--- src/rtl/rxq_pkg.sv ---
package rxq_pkg;

    localparam int unsigned RXQ_DEPTH = 16;
    localparam int unsigned RXQ_WIDTH = 8;

    typedef enum logic [1:0] {
        LVL_ONE      = 2'b00,
        LVL_FOUR     = 2'b01,
        LVL_EIGHT    = 2'b10,
        LVL_FOURTEEN = 2'b11
    } lvl_sel_e;

    typedef struct packed {
        lvl_sel_e lvl;
        logic     on;
    } rxq_cfg_t;

    function automatic int unsigned lvl_bytes(lvl_sel_e s);
        case (s)
            LVL_ONE:   return 1;
            LVL_FOUR:  return 4;
            LVL_EIGHT: return 8;
            default:   return 14;
        endcase
    endfunction

endpackage

--- src/rtl/rxq_ctrl.sv ---
module rxq_ctrl
    import rxq_pkg::*;
(
    input  logic       clk,
    input  logic       rst,
    input  logic       cfg_we,
    input  logic [7:0] cfg_wdata,
    output rxq_cfg_t   cfg_q,
    output logic       flush_q
);

    always_ff @(posedge clk) begin
        if (rst) begin
            cfg_q   <= '{lvl: LVL_ONE, on: 1'b0};
            flush_q <= 1'b0;
        end else begin
            flush_q <= 1'b0;
            if (cfg_we) begin
                if (cfg_wdata[0]) begin
                    cfg_q.on  <= 1'b1;
                    cfg_q.lvl <= lvl_sel_e'(cfg_wdata[7:6]);
                    flush_q   <= cfg_wdata[1] | ~cfg_q.on;
                end else begin
                    // only the mode bit is taken; a mode change flushes
                    cfg_q.on  <= 1'b0;
                    flush_q   <= cfg_q.on;
                end
            end
        end
    end

endmodule

--- src/rtl/rxq_store.sv ---
module rxq_store #(
    parameter int unsigned WIDTH = 8,
    parameter int unsigned DEPTH = 16,
    localparam int unsigned AW   = (DEPTH > 1) ? $clog2(DEPTH) : 1,
    localparam int unsigned CW   = $clog2(DEPTH + 1)
) (
    input  logic             clk,
    input  logic             rst,
    input  logic             flush,
    input  logic             single,
    input  logic             push,
    input  logic [WIDTH-1:0] push_data,
    input  logic             pop,
    output logic [WIDTH-1:0] rd_data,
    output logic [CW-1:0]    count,
    output logic             empty,
    output logic             full,
    output logic             overrun
);

    logic [WIDTH-1:0] mem [DEPTH];
    logic [AW-1:0]    wr_ptr, rd_ptr;
    logic [CW-1:0]    cap;
    logic             do_push, do_pop;

    assign cap     = single ? CW'(1) : CW'(DEPTH);
    assign empty   = (count == '0);
    assign full    = (count >= cap);
    assign do_push = push & ~full & ~flush;
    assign do_pop  = pop & ~empty & ~flush;

    function automatic logic [AW-1:0] bump(logic [AW-1:0] p);
        return (p == AW'(DEPTH - 1)) ? '0 : p + 1'b1;
    endfunction

    always_ff @(posedge clk) begin
        if (do_push) mem[wr_ptr] <= push_data;
    end

    always_ff @(posedge clk) begin
        if (rst) begin
            wr_ptr  <= '0;
            rd_ptr  <= '0;
            count   <= '0;
            rd_data <= '0;
            overrun <= 1'b0;
        end else begin
            overrun <= push & full & ~flush;
            if (flush) begin
                wr_ptr <= '0;
                rd_ptr <= '0;
                count  <= '0;
            end else begin
                if (do_push) wr_ptr <= bump(wr_ptr);
                if (do_pop) begin
                    rd_ptr  <= bump(rd_ptr);
                    rd_data <= mem[rd_ptr];
                end
                case ({do_push, do_pop})
                    2'b10:   count <= count + 1'b1;
                    2'b01:   count <= count - 1'b1;
                    default: count <= count;
                endcase
            end
        end
    end

endmodule

--- src/rtl/rxq_trig.sv ---
module rxq_trig
    import rxq_pkg::*;
#(
    parameter int unsigned CW = 5
) (
    input  rxq_cfg_t      cfg,
    input  logic [CW-1:0] count,
    output logic          trig_hit,
    output logic          tmo_qual
);

    logic [CW-1:0] level;
    logic          nonzero;

    assign level    = CW'(lvl_bytes(cfg.lvl));
    assign nonzero  = (count != '0);
    assign trig_hit = cfg.on ? (count >= level) : nonzero;
    assign tmo_qual = cfg.on & nonzero;

endmodule

--- src/rtl/rxq_top.sv ---
module rxq_top
    import rxq_pkg::*;
#(
    parameter int unsigned WIDTH = RXQ_WIDTH,
    parameter int unsigned DEPTH = RXQ_DEPTH,
    localparam int unsigned CW   = $clog2(DEPTH + 1)
) (
    input  logic             clk,
    input  logic             rst,
    input  logic             cfg_we,
    input  logic [7:0]       cfg_wdata,
    input  logic             push_valid,
    input  logic [WIDTH-1:0] push_data,
    input  logic             pop_strobe,
    output logic [WIDTH-1:0] rd_data,
    output logic [CW-1:0]    count,
    output logic             trig_hit,
    output logic             empty,
    output logic             full,
    output logic             overrun,
    output logic             tmo_qual
);

    rxq_cfg_t cfg_q;
    logic     flush_w;

    rxq_ctrl u_ctrl (
        .clk       (clk),
        .rst       (rst),
        .cfg_we    (cfg_we),
        .cfg_wdata (cfg_wdata),
        .cfg_q     (cfg_q),
        .flush_q   (flush_w)
    );

    rxq_store #(.WIDTH(WIDTH), .DEPTH(DEPTH)) u_store (
        .clk       (clk),
        .rst       (rst),
        .flush     (flush_w),
        .single    (~cfg_q.on),
        .push      (push_valid),
        .push_data (push_data),
        .pop       (pop_strobe),
        .rd_data   (rd_data),
        .count     (count),
        .empty     (empty),
        .full      (full),
        .overrun   (overrun)
    );

    rxq_trig #(.CW(CW)) u_trig (
        .cfg      (cfg_q),
        .count    (count),
        .trig_hit (trig_hit),
        .tmo_qual (tmo_qual)
    );

endmodule

--- config.mk ---
export PLATFORM = sky130hd
export DESIGN_NAME = rxq_top
export DESIGN_NICKNAME = d
export VERILOG_FILES = /design/src/rtl/rxq_pkg.sv /design/src/rtl/rxq_ctrl.sv /design/src/rtl/rxq_store.sv /design/src/rtl/rxq_trig.sv /design/src/rtl/rxq_top.sv
export SDC_FILE = /design/constraint.sdc
export NUM_CORES = 1
export LEC_CHECK = 0
export BUFFER_PORTS_ARGS = -buffer_cell sky130_fd_sc_hd__buf_2
export CAP_MARGIN = 5
export CORE_MARGIN = 2
export CORE_UTILIZATION = 60
export DETAILED_ROUTE_END_ITERATION = 6
export GPL_TIMING_DRIVEN = 1
export PLACE_DENSITY = 0.8
export SLEW_MARGIN = 25
export SYNTH_ARGS = -nofsm -noshare
export SYNTH_HDL_FRONTEND = slang
export SYNTH_SLANG_ARGS = --single-unit
export TNS_END_PERCENT = 20
--- constraint.sdc ---
create_clock -name clk -period 4.25 [get_ports clk]
set_input_delay 0.2125 -clock clk [delete_from_list [all_inputs] [get_ports clk]]
set_output_delay 0.2125 -clock clk [all_outputs]
set_load 0.005 [all_outputs]
==> results.json, run 1 <==
{
  "hp-start": "cfg_wdata[0]",
  "leakage_uw": 0.00247,
  "synth_most_common_cell": "edfxtp_1",
  "multiInputGateArea_um2": 1880,
  "cp_data_arrival_time_ns": 3.93,
  "placementRows": 37,
  "status": "finished clean",
  "antenna_found_initial": 0,
  "pwr-share-clk_pct": 36.9,
  "p_switching_uw": 1020,
  "finalWorstSetupSlack_ns": 0.728,
  "pin_count": 39,
  "synth-edff-count": 128,
  "hold_violations": 0,
  "crit_path_end_kind": "flip-flop",
  "wl_per_cell_um": 20.9,
  "peakVddDrop_v": 0.000330,
  "h-tree-depth": 4,
  "viasPerCell": 6.17,
  "syn-cell-area_um2": 6430,
  "coreArea_um2": 10400,
  "crit_type": "reg -> reg",
  "p_comb_share_pct": 16.8,
  "async_flop_share_pct": 0,
  "tns_ns": 0,
  "clk_latency_ns": 0.52,
  "slew_viol_final": 0,
  "yosysWarningCount": 0,
  "slew_headroom_pct": 36.4,
  "layout-drive-gt1-share_pct": 19.3,
  "dieHeight_um": 108,
  "rsz0062_at_grt": "false",
  "die_x_um": 108,
  "fmax_mhz": 284,
  "p_total_uw": 3940,
  "yosys.area.top_type": "edfxtp_1",
  "diodes": 0,
  "holdWs_ns": 0.0370,
  "drc_errors": 0,
  "initial_core_util_pct": 62.0,
  "cts_root_buf": "clkbuf_8",
  "dpl_worst_slack_ns": 0.794,
  "netSwitchingFraction_pct": 25.8,
  "areaGrowthSynthToFinish_pct": 13.9,
  "r2r-start": "u_store.count[0]",
  "drv_cap": 0,
  "drtIter0Drc": 371,
  "min_path_type": "in -> reg",
  "fin_skew_ns": 0.00911,
  "power.density_nw_per_um2": 537,
  "clockBufferDepth": 2,
  "seq_power_share_pct": 46.3,
  "grt_pass1_vias": 3714,
  "port_buffers": 34,
  "hold_end": "u_ctrl.cfg_q[0]",
  "clk_pin_slew_ns": 0.07,
  "cts_sinks": 154,
  "grt_pass1_wl_mm": 19.8,
  "postCtsHoldBufs": 9,
  "route.antenna.remaining_nets": 0,
  "syn_nets": 452,
  "synth_common_cells": "edfxtp_1 (128), mux2i_1 (32), dfxtp_1 (26), nor2_1 (26), a21oi_1 (17)",
  "cts_tree": "yes",
  "r2r_cells": 13,
  "ys_types": 45,
  "crit_required_ns": 4.65,
  "dp_hpwl_mm": 8.19,
  "critPathMaxFanout": 18,
  "r2r_setup_slack_ns": 0.73,
  "grt_max_degree": 32,
  "drt_first_pass_iters": 5,
  "gp_congestion": 0.826,
  "tightest_slew_ns": 0.955,
  "yosysSeqAreaShare_pct": 67.8,
  "setup_viol": 0,
  "synth_cells": 415,
  "overflow": 0,
  "fillers": 647,
  "grt.total_usage_pct": 23.7,
  "synth_top_area_share_pct": 59.7,
  "via_count": 3753,
  "fin_crit_sh_pct": 82.9,
  "cts_setup_buffers": 0,
  "final_nets": 496,
  "cts_resized": 0,
  "yosys-top-cells-area": "edfxtp_1 (60%), dfxtp_1 (8.1%), mux4_2 (5.3%), mux2i_1 (5.0%), ha_1 (2.9%)",
  "cp-start-kind": "flip-flop",
  "avgSynthCellArea_um2": 15.5,
  "die_area_um2": 11600,
  "min_period_ns": 3.52,
  "yosys_most_used_dff": "edfxtp_1",
  "hold_path_depth": 3,
  "routed_wirelength_mm": 12.7,
  "r2r_end": "u_store.count[4]",
  "ys_ff_latch": 154,
  "cts_buffers": 17,
  "seqCellArea_um2": 4370,
  "power.internal_uw": 2920
}
## placed cells by master (no fill, tap or decap), types with 13 or more instances in the layout
master     netlist  layout
clkbuf_16        0      16
o22ai_1         15      15
nand2_1         16      16
inv_1           13      13
ha_1            15      15
dfxtp_1         26      24
mux2i_1         32      32
and3_1          15      15
nor2_1          26      26
mux4_2          15      15
edfxtp_1       128     128
buf_2            6      34
a21oi_1         17      17
a311oi_1        15      15
## power by group through the flow
stage          Combinational [uW]  Sequential (uW)  Clock (uW)
4_1_cts                       664             1820        1460
5_1_grt                       736             1840        1510
2_1_floorplan                 505             1810           0
6_report                      663             1820        1450
3_5_place_dp                  651             1860           0
3_3_place_gp                  626             1850           0
## logic make-up after synthesis
kind of cell / after synthesis / synth area share [%]
compound gates: 59 / 6.40
xor+xnor: 4 / 0.544
fa+ha+maj: 16 / 3.23
buf+inv: 35 / 2.98
flops: 154 / 67.8
mux: 49 / 10.8
simple gates: 98 / 8.21
## layout make-up
class | count | area share [%]
flip-flops and latches | 154 | 59.6
clock buffers | 18 | 5.70
multi-input cells | 226 | 25.6
repair buffers | 47 | 3.96
clock inverters | 14 | 2.12
well taps | 136 | 2.32
inverters | 13 | 0.666
## worst max path at each step
stage / from / end / slack [ns] / depth (start not counted)
after floorplan: u_store.count[0] / u_store.count[4] / 1.26 / 15
after global placement: u_store.count[0] / u_store.count[4] / 0.99 / 13
after detailed placement: u_store.count[0] / u_store.count[4] / 0.79 / 13
after CTS: u_store.count[0] / u_store.count[4] / 0.78 / 13
after global routing: u_store.count[0] / u_store.count[4] / 0.36 / 13
final: u_store.count[0] / u_store.count[4] / 0.73 / 13
## per-layer routing
layer	track usage (%)	share of wire [%]
met3	6.11	6.5
met1	29.6	40
met2	39.7	51
met5	0	0
met4	9.52	2.5
## state kept, by name, indices dropped and copies added, names as in the netlist
| name | cells |
|---|---|
| u_ctrl.cfg_q | 3 |
| u_ctrl.flush_q | 1 |
| u_store.count | 5 |
| u_store.mem | 128 |
| u_store.overrun | 1 |
| u_store.rd_data | 8 |
| u_store.rd_ptr | 4 |
| u_store.wr_ptr | 4 |
## stage by stage
| stage | instance area, um2 | instances | utilization, % |
|---|---|---|---|
| after floorplan | 6430 | 415 | - |
| after global placement | 6660 | 567 | 64.2 |
| after detailed placement | 6660 | 567 | 64.3 |
| after CTS | 7330 | 608 | 70.7 |
| after global routing | 7330 | 608 | 70.7 |
| final | 7330 | 608 | 70.7 |
## critical path, stage by stage (launching register included)
cell and delay, ns:
dfxtp_1 0.45, inv_1 0.14, ha_1 0.31, nand2b_1 0.18
o21ai_4 0.20, and2_1 0.46, inv_1 0.09, ha_1 0.27
ha_1 0.34, nor2b_1 0.15, o21ai_0 0.23, nor4b_1 0.35
or3_1 0.17, a21oi_1 0.05
Power figures use the tool's default switching activity.
==> run 2: changes to the inputs <==
ABC_AREA = 1   (was unset)
clock period = 3.5 ns   (was 4.25 ns; I/O delays follow)
==> run 2 against run 1 <==
Against the previous run:
- setup slack lost 0.016 ns
- combinational power grew 130%
- utilization shrank 3.2 points
- routed wire length grew 17%
- worst hold slack lost 0.021 ns
- sequential power grew 21%
- die area grew 8.0%
- clock power grew 11%
- cell count grew 49%
- sequential share of layout area shrank 2.7 points
- highest routed layer unchanged
==> results.json, run 2 <==
{
  "areaGrowthSynthToFinish_pct": 10.1,
  "yosys.area.top_type": "edfxtp_1",
  "holdWs_ns": 0.0158,
  "layout-drive-gt1-share_pct": 9.83,
  "ys_ff_latch": 154,
  "min_path_type": "in -> reg",
  "met3_usage_pct": 7.29,
  "grt_util_met1_pct": 34.1,
  "tightest_slew_ns": 0.906,
  "synth_cells": 723,
  "cts_buffers": 17,
  "grt.total_usage_pct": 25.4,
  "status": "finished clean",
  "clk_latency_ns": 0.44,
  "drt_first_pass_iters": 5,
  "synth_most_common_cell": "nand2_1",
  "cp_data_arrival_time_ns": 3.15,
  "yosys_most_used_dff": "edfxtp_1",
  "final_common_cell": "nand2_1",
  "cpLargestDelayFamily": "adder cells",
  "slew_viol_final": 0,
  "cp_common_cell": "nand2_1",
  "syn_nets": 760,
  "drv_cap": 0,
  "hold_violations": 0,
  "dp_hpwl_mm": 9.31,
  "top_register": "u_store.mem",
  "use_met2_pct": 40.6,
  "drtIter0Drc": 583,
  "async_flop_share_pct": 0,
  "cts_root_buf": "clkbuf_16",
  "synth_top_area_share_pct": 55.2,
  "grt_max_degree": 68,
  "fillers": 848,
  "crit_type": "reg -> reg",
  "synth_common_cells": "nand2_1 (232), edfxtp_1 (128), inv_1 (101)",
  "worstPathCellList": "nor2_1, nand3_2, nand3b_2, inv_2, ha_1, inv_1, fa_1, inv_1, nand2_1, a21boi_1, o21bai_1, nand2_1, nand2_1, a21oi_1",
  "port_buffers": 34,
  "cts_tree": "yes",
  "cp-start-kind": "flip-flop",
  "route.antenna.remaining_nets": 0,
  "grt_busiest_layer": "met2",
  "die_x_um": 112,
  "max_stage_delay_ns": 0.47,
  "cts_setup_buffers": 0,
  "initial_core_util_pct": 61.3,
  "cts_sinks": 154,
  "syn-cell-area_um2": 6970,
  "tns_ns": 0,
  "antenna_found_initial": 0,
  "gp_congestion": 0.899,
  "ys_types": 31,
  "largest_reg_flops": 128,
  "power.density_nw_per_um2": 694,
  "viasPerCell": 5.46,
  "synth-edff-count": 128,
  "die_area_um2": 12500,
  "grt_pass1_vias": 4707,
  "placementRows": 39,
  "crit_required_ns": 3.86,
  "yosys-top-cells-area": "edfxtp_1 (55%), nand2_1 (12%), dfxtp_1 (7.5%), nand3_1 (7.1%), inv_1 (5.4%)",
  "slew_headroom_pct": 39.6,
  "overflow": 0,
  "wl_per_cell_um": 16.5,
  "drc_errors": 0,
  "clk_pin_slew_ns": 0.06,
  "via_count": 4943,
  "crit_path_end_kind": "flip-flop",
  "h-tree-depth": 4,
  "coreArea_um2": 11400,
  "largestRegisters": "u_store.mem (128), u_store.rd_data (8), u_store.count (5)",
  "min_period_ns": 2.79,
  "dieHeight_um": 112,
  "clockBufferDepth": 2,
  "setup_viol": 0,
  "yosysSeqAreaShare_pct": 62.6,
  "final_nets": 788,
  "avgSynthCellArea_um2": 9.64,
  "grt_pass1_wl_mm": 24.0,
  "fin_skew_ns": 0.00844,
  "pin_count": 39,
  "layout_common_cells": "nand2_1 (232), edfxtp_1 (128), inv_1 (101)",
  "critPathMaxFanout": 15,
  "rsz0062_at_grt": "false",
  "peakVddDrop_v": 0.000492,
  "yosysWarningCount": 0,
  "fmax_mhz": 359,
  "cp.buffers_inverters": 3,
  "routed_wirelength_mm": 14.9,
  "crit_path_top_delay_cell": "dfxtp_1",
  "fin_crit_sh_pct": 79.6,
  "leakage_uw": 0.00335,
  "diodes": 0
}
==> run 2: changes by cell type in the layout (fill, tap and decap cells not counted), moves of 32 or more <==
| cell | delta |
|---|---|
| nand2_1 | +216 |
| nand3_1 | +92 |
| inv_1 | +88 |
| mux2i_1 | -32 |
==> run 2: area by class of cell <==
type / count / area, um2 / share of cell area [%]
Sequential cell: 154 / 4370 / 56.9
Multi-Input combinational cell: 429 / 2000 / 26.0
Clock buffer: 19 / 433 / 5.64
Inverter: 111 / 418 / 5.45
Timing Repair Buffer: 38 / 205 / 2.67
Tap cell: 143 / 179 / 2.33
Clock inverter: 12 / 78.8 / 1.03
==> run 2: what timing repair did <==
item	in CTS	in global routing
gates resized for setup	0	0
endpoints found under the setup margin	0	0
hold endpoints to repair	2	0
hold buffers	2	0
==> run 2: worst paths after layout <==
check                                       from          endpoint  depth (start not counted)  slack, ns
worst min-delay path                      cfg_we    u_ctrl.flush_q                          3       0.02
worst min register to register   u_ctrl.cfg_q[2]   u_ctrl.cfg_q[2]                          2       0.51
worst max-delay path            u_store.count[4]  u_store.count[4]                         14       0.71
worst max register to register  u_store.count[4]  u_store.count[4]                         14       0.71
==> run 2: metal layers <==
metal | vias up | share of wire (%)
met1 | 2316 | 41
met5 | - | 0
met4 | 0 | 1.6
li1 | 2392 | -
met3 | 21 | 8.7
met2 | 214 | 48
==> run 2: logic make-up (layout without fill, tap and decap cells) <==
family	after synthesis	in the layout	share of synthesized area, %
adder cells (fa/ha/maj)	16	16	2.98
XOR/XNOR	5	5	0.628
AND/OR/NAND/NOR	376	376	22.5
AO/OA/AOI/OAI	32	32	2.57
flip-flops	154	154	62.6
buffers and inverters	140	180	8.73
==> run 2: power by group <==
group          switching (uW)  leakage, uW  internal [uW]
registers                86.7      0.00137           2120
logic                    1020      0.00174            483
clock network             721     0.000242            894
==> run 2: worst register-to-register path, cell delays in order (launching register included) <==
cell	delay, ns
dfxtp_1	0.47
nor2_1	0.10
nand3_2	0.12
nand3b_2	0.28
inv_2	0.28
ha_1	0.30
inv_1	0.09
fa_1	0.43
inv_1	0.08
nand2_1	0.08
a21boi_1	0.17
o21bai_1	0.08
nand2_1	0.06
nand2_1	0.04
a21oi_1	0.13
==> run 2: per-stage QoR <==
stage | utilization, % | instances | setup WS [ns] | area, um2 | power [uW]
final | 67.5 | 906 | 0.712 | 7670 | 5320
after global routing | 67.5 | 906 | 0.415 | 7670 | 5610
after CTS | 67.5 | 906 | 0.773 | 7670 | 5310
after detailed placement | 62.8 | 873 | 0.805 | 7140 | 3710
after global placement | 62.8 | 873 | 0.997 | 7140 | 3640
after floorplan | - | 723 | 1.16 | 6970 | 3320
==> run 3: changes to the inputs <==
ABC_AREA = 0   (was 1)
CORE_UTILIZATION = 54   (was 60)
PLACE_DENSITY = 0.76   (was 0.8)
clock period = 2.3 ns   (was 3.5 ns; I/O delays follow)
==> run 3 against run 2 <==
Against the previous run:
- the flow now finishes with violations (DRC, setup timing)
- cell count down 30%
- non-clock buffer count up 28
- largest power group unchanged
- fmax up 8.4%
- routed wire length down 14%
- clock power up 65%
- sequential power up 48%
==> results.json, run 3 (synthesis results as in run 1) <==
{
  "status": "finished, violations left",
  "violations": "DRC, setup timing",
  "cts_buffers": 17,
  "cp_data_arrival_time_ns": 2.92,
  "h-tree-depth": 4,
  "areaGrowthSynthToFinish_pct": 17.8,
  "multiInputGateArea_um2": 1960,
  "finalWorstSetupSlack_ns": -0.271,
  "largest_reg_flops": 128,
  "endpoint": "u_store.count[4]",
  "tightest_slew_ns": 0.552,
  "grt_pass1_vias": 3737,
  "crit_path_end_kind": "flip-flop",
  "cts_root_buf": "clkbuf_16",
  "dpl_worst_slack_ns": -0.192,
  "clockBufferDepth": 2,
  "grt_max_degree": 35,
  "viasPerCell": 5.93,
  "seqCellArea_um2": 4370,
  "gp_congestion": 0.852,
  "top_register": "u_store.mem",
  "via_count": 3756,
  "drv_cap": 0,
  "hold_violations": 0,
  "route.antenna.remaining_nets": 0,
  "slew_viol_final": 0,
  "crit_start": "u_store.count[0]",
  "crit_required_ns": 2.65,
  "p_total_uw": 7520,
  "r2r-start": "u_store.count[0]",
  "routed_wirelength_mm": 12.9,
  "crit_type": "reg -> reg",
  "drt_first_pass_iters": 7,
  "overflow": 0,
  "final_common_cell": "edfxtp_1",
  "cp-start-kind": "flip-flop",
  "drtIter0Drc": 237,
  "peakVddDrop_v": 0.000874,
  "rsz0062_at_grt": "true",
  "r2r_end": "u_store.count[4]",
  "wl_per_cell_um": 20.3,
  "grt.total_usage_pct": 21.8,
  "largestRegisters": "u_store.mem (128), u_store.rd_data (8), u_store.count (5)",
  "initial_core_util_pct": 55.9,
  "fmax_mhz": 389,
  "port_buffers": 34,
  "final_nets": 515,
  "diodes": 0,
  "leakage_uw": 0.00260,
  "cts_tree": "yes",
  "layout-drive-gt1-share_pct": 25.3,
  "fin_crit_sh_pct": 112,
  "r2r_setup_slack_ns": -0.27,
  "clk_latency_ns": 0.42,
  "dieHeight_um": 113,
  "coreArea_um2": 11500,
  "layout_common_cells": "edfxtp_1 (128), buf_2 (34), mux2i_1 (32)",
  "antenna_found_initial": 0,
  "die_x_um": 113,
  "die_area_um2": 12800,
  "cts_sinks": 154,
  "min_period_ns": 2.57,
  "fin_area_um2": 7580,
  "drc_errors": 2,
  "fillers": 792,
  "instances_no_fill": 633,
  "power.density_nw_per_um2": 992,
  "tns_ns": -0.393,
  "setup_viol": 2,
  "min_path_type": "in -> reg",
  "critPathMaxFanout": 4,
  "grt_pass1_wl_mm": 20.6,
  "clk_pin_slew_ns": 0.06,
  "slew_headroom_pct": 63.2,
  "fin_skew_ns": 0.0162,
  "dp.cells": 593,
  "dp_hpwl_mm": 8.48,
  "placementRows": 39,
  "r2r_cells": 13,
  "dpl-instance-area_um2": 6920,
  "pin_count": 39
}
run 3: cell count changes in the layout (fill, tap and decap cells not counted), moves of 21 or more:
cell,previous run,this run
buf_4,2,23
inv_1,101,9
mux2i_1,0,32
nand2_1,232,16
nand3_1,99,7
run 3: worst max-delay path: stages (launching register included):
cell      delay (ns)
dfxtp_4         0.36
inv_4           0.04
ha_4            0.22
nand2b_4        0.14
o21ai_4         0.14
and2_4          0.18
inv_4           0.03
ha_4            0.17
ha_4            0.21
nor2b_4         0.13
o21ai_2         0.15
nor4b_1         0.38
o21ai_0         0.19
a21oi_2         0.16
run 3: how the worst min path moves through the flow:
stage	startpoint	endpoint	slack, ns	cells past startpoint
floorplan	rst	u_store.rd_data[7]	0.19	1
global placement	cfg_wdata[7]	u_ctrl.cfg_q[2]	0.38	3
detailed placement	cfg_wdata[6]	u_ctrl.cfg_q[1]	0.39	3
CTS	cfg_we	u_ctrl.cfg_q[2]	0.007	3
global route	cfg_we	u_ctrl.cfg_q[2]	0.04	3
finish	cfg_we	u_ctrl.cfg_q[2]	0.03	3
run 3: repair_timing:
item,in CTS,in global routing
setup endpoints to repair,1,2
endpoints found under the hold margin,5,0
buffers inserted,2,0
gates resized for setup,2,1
pin swaps,4,0
hold buffers,7,0
run 3: through the flow:
step / hold WS, ns / utilization, %
floorplan: 0.187 / -
global placement: 0.379 / 60.1
detailed placement: 0.390 / 60.1
CTS: 0.00714 / 65.8
global route: 0.0439 / 65.8
finish: 0.0268 / 65.8
run 3: area by class of cell:
class                           count  area share (%)
Clock buffer                       20            5.76
Clock inverter                     11            1.70
Inverter                           13           0.710
Multi-Input combinational cell    226            25.8
Sequential cell                   154            57.7
Tap cell                          143            2.36
Timing Repair Buffer               66            5.98
run 3: where the power goes:
| part | switching, uW | total (uW) | leakage (uW) | internal (uW) |
|---|---|---|---|---|
| Combinational | 827 | 1570 | 0.000953 | 745 |
| Sequential | 87.2 | 3280 | 0.00137 | 3200 |
| Clock | 986 | 2660 | 0.000278 | 1680 |
| Total | 1900 | 7520 | 0.00260 | 5620 |
run 3: metal layers:
metal / vias to the layer above / share of wire, % / global-route usage [%]
met5: - / 0 / 0
met4: 0 / 1.8 / 9.11
met3: 17 / 5.1 / 4.87
met2: 117 / 50 / 34.7
met1: 1877 / 43 / 29.2
li1: 1745 / - / -
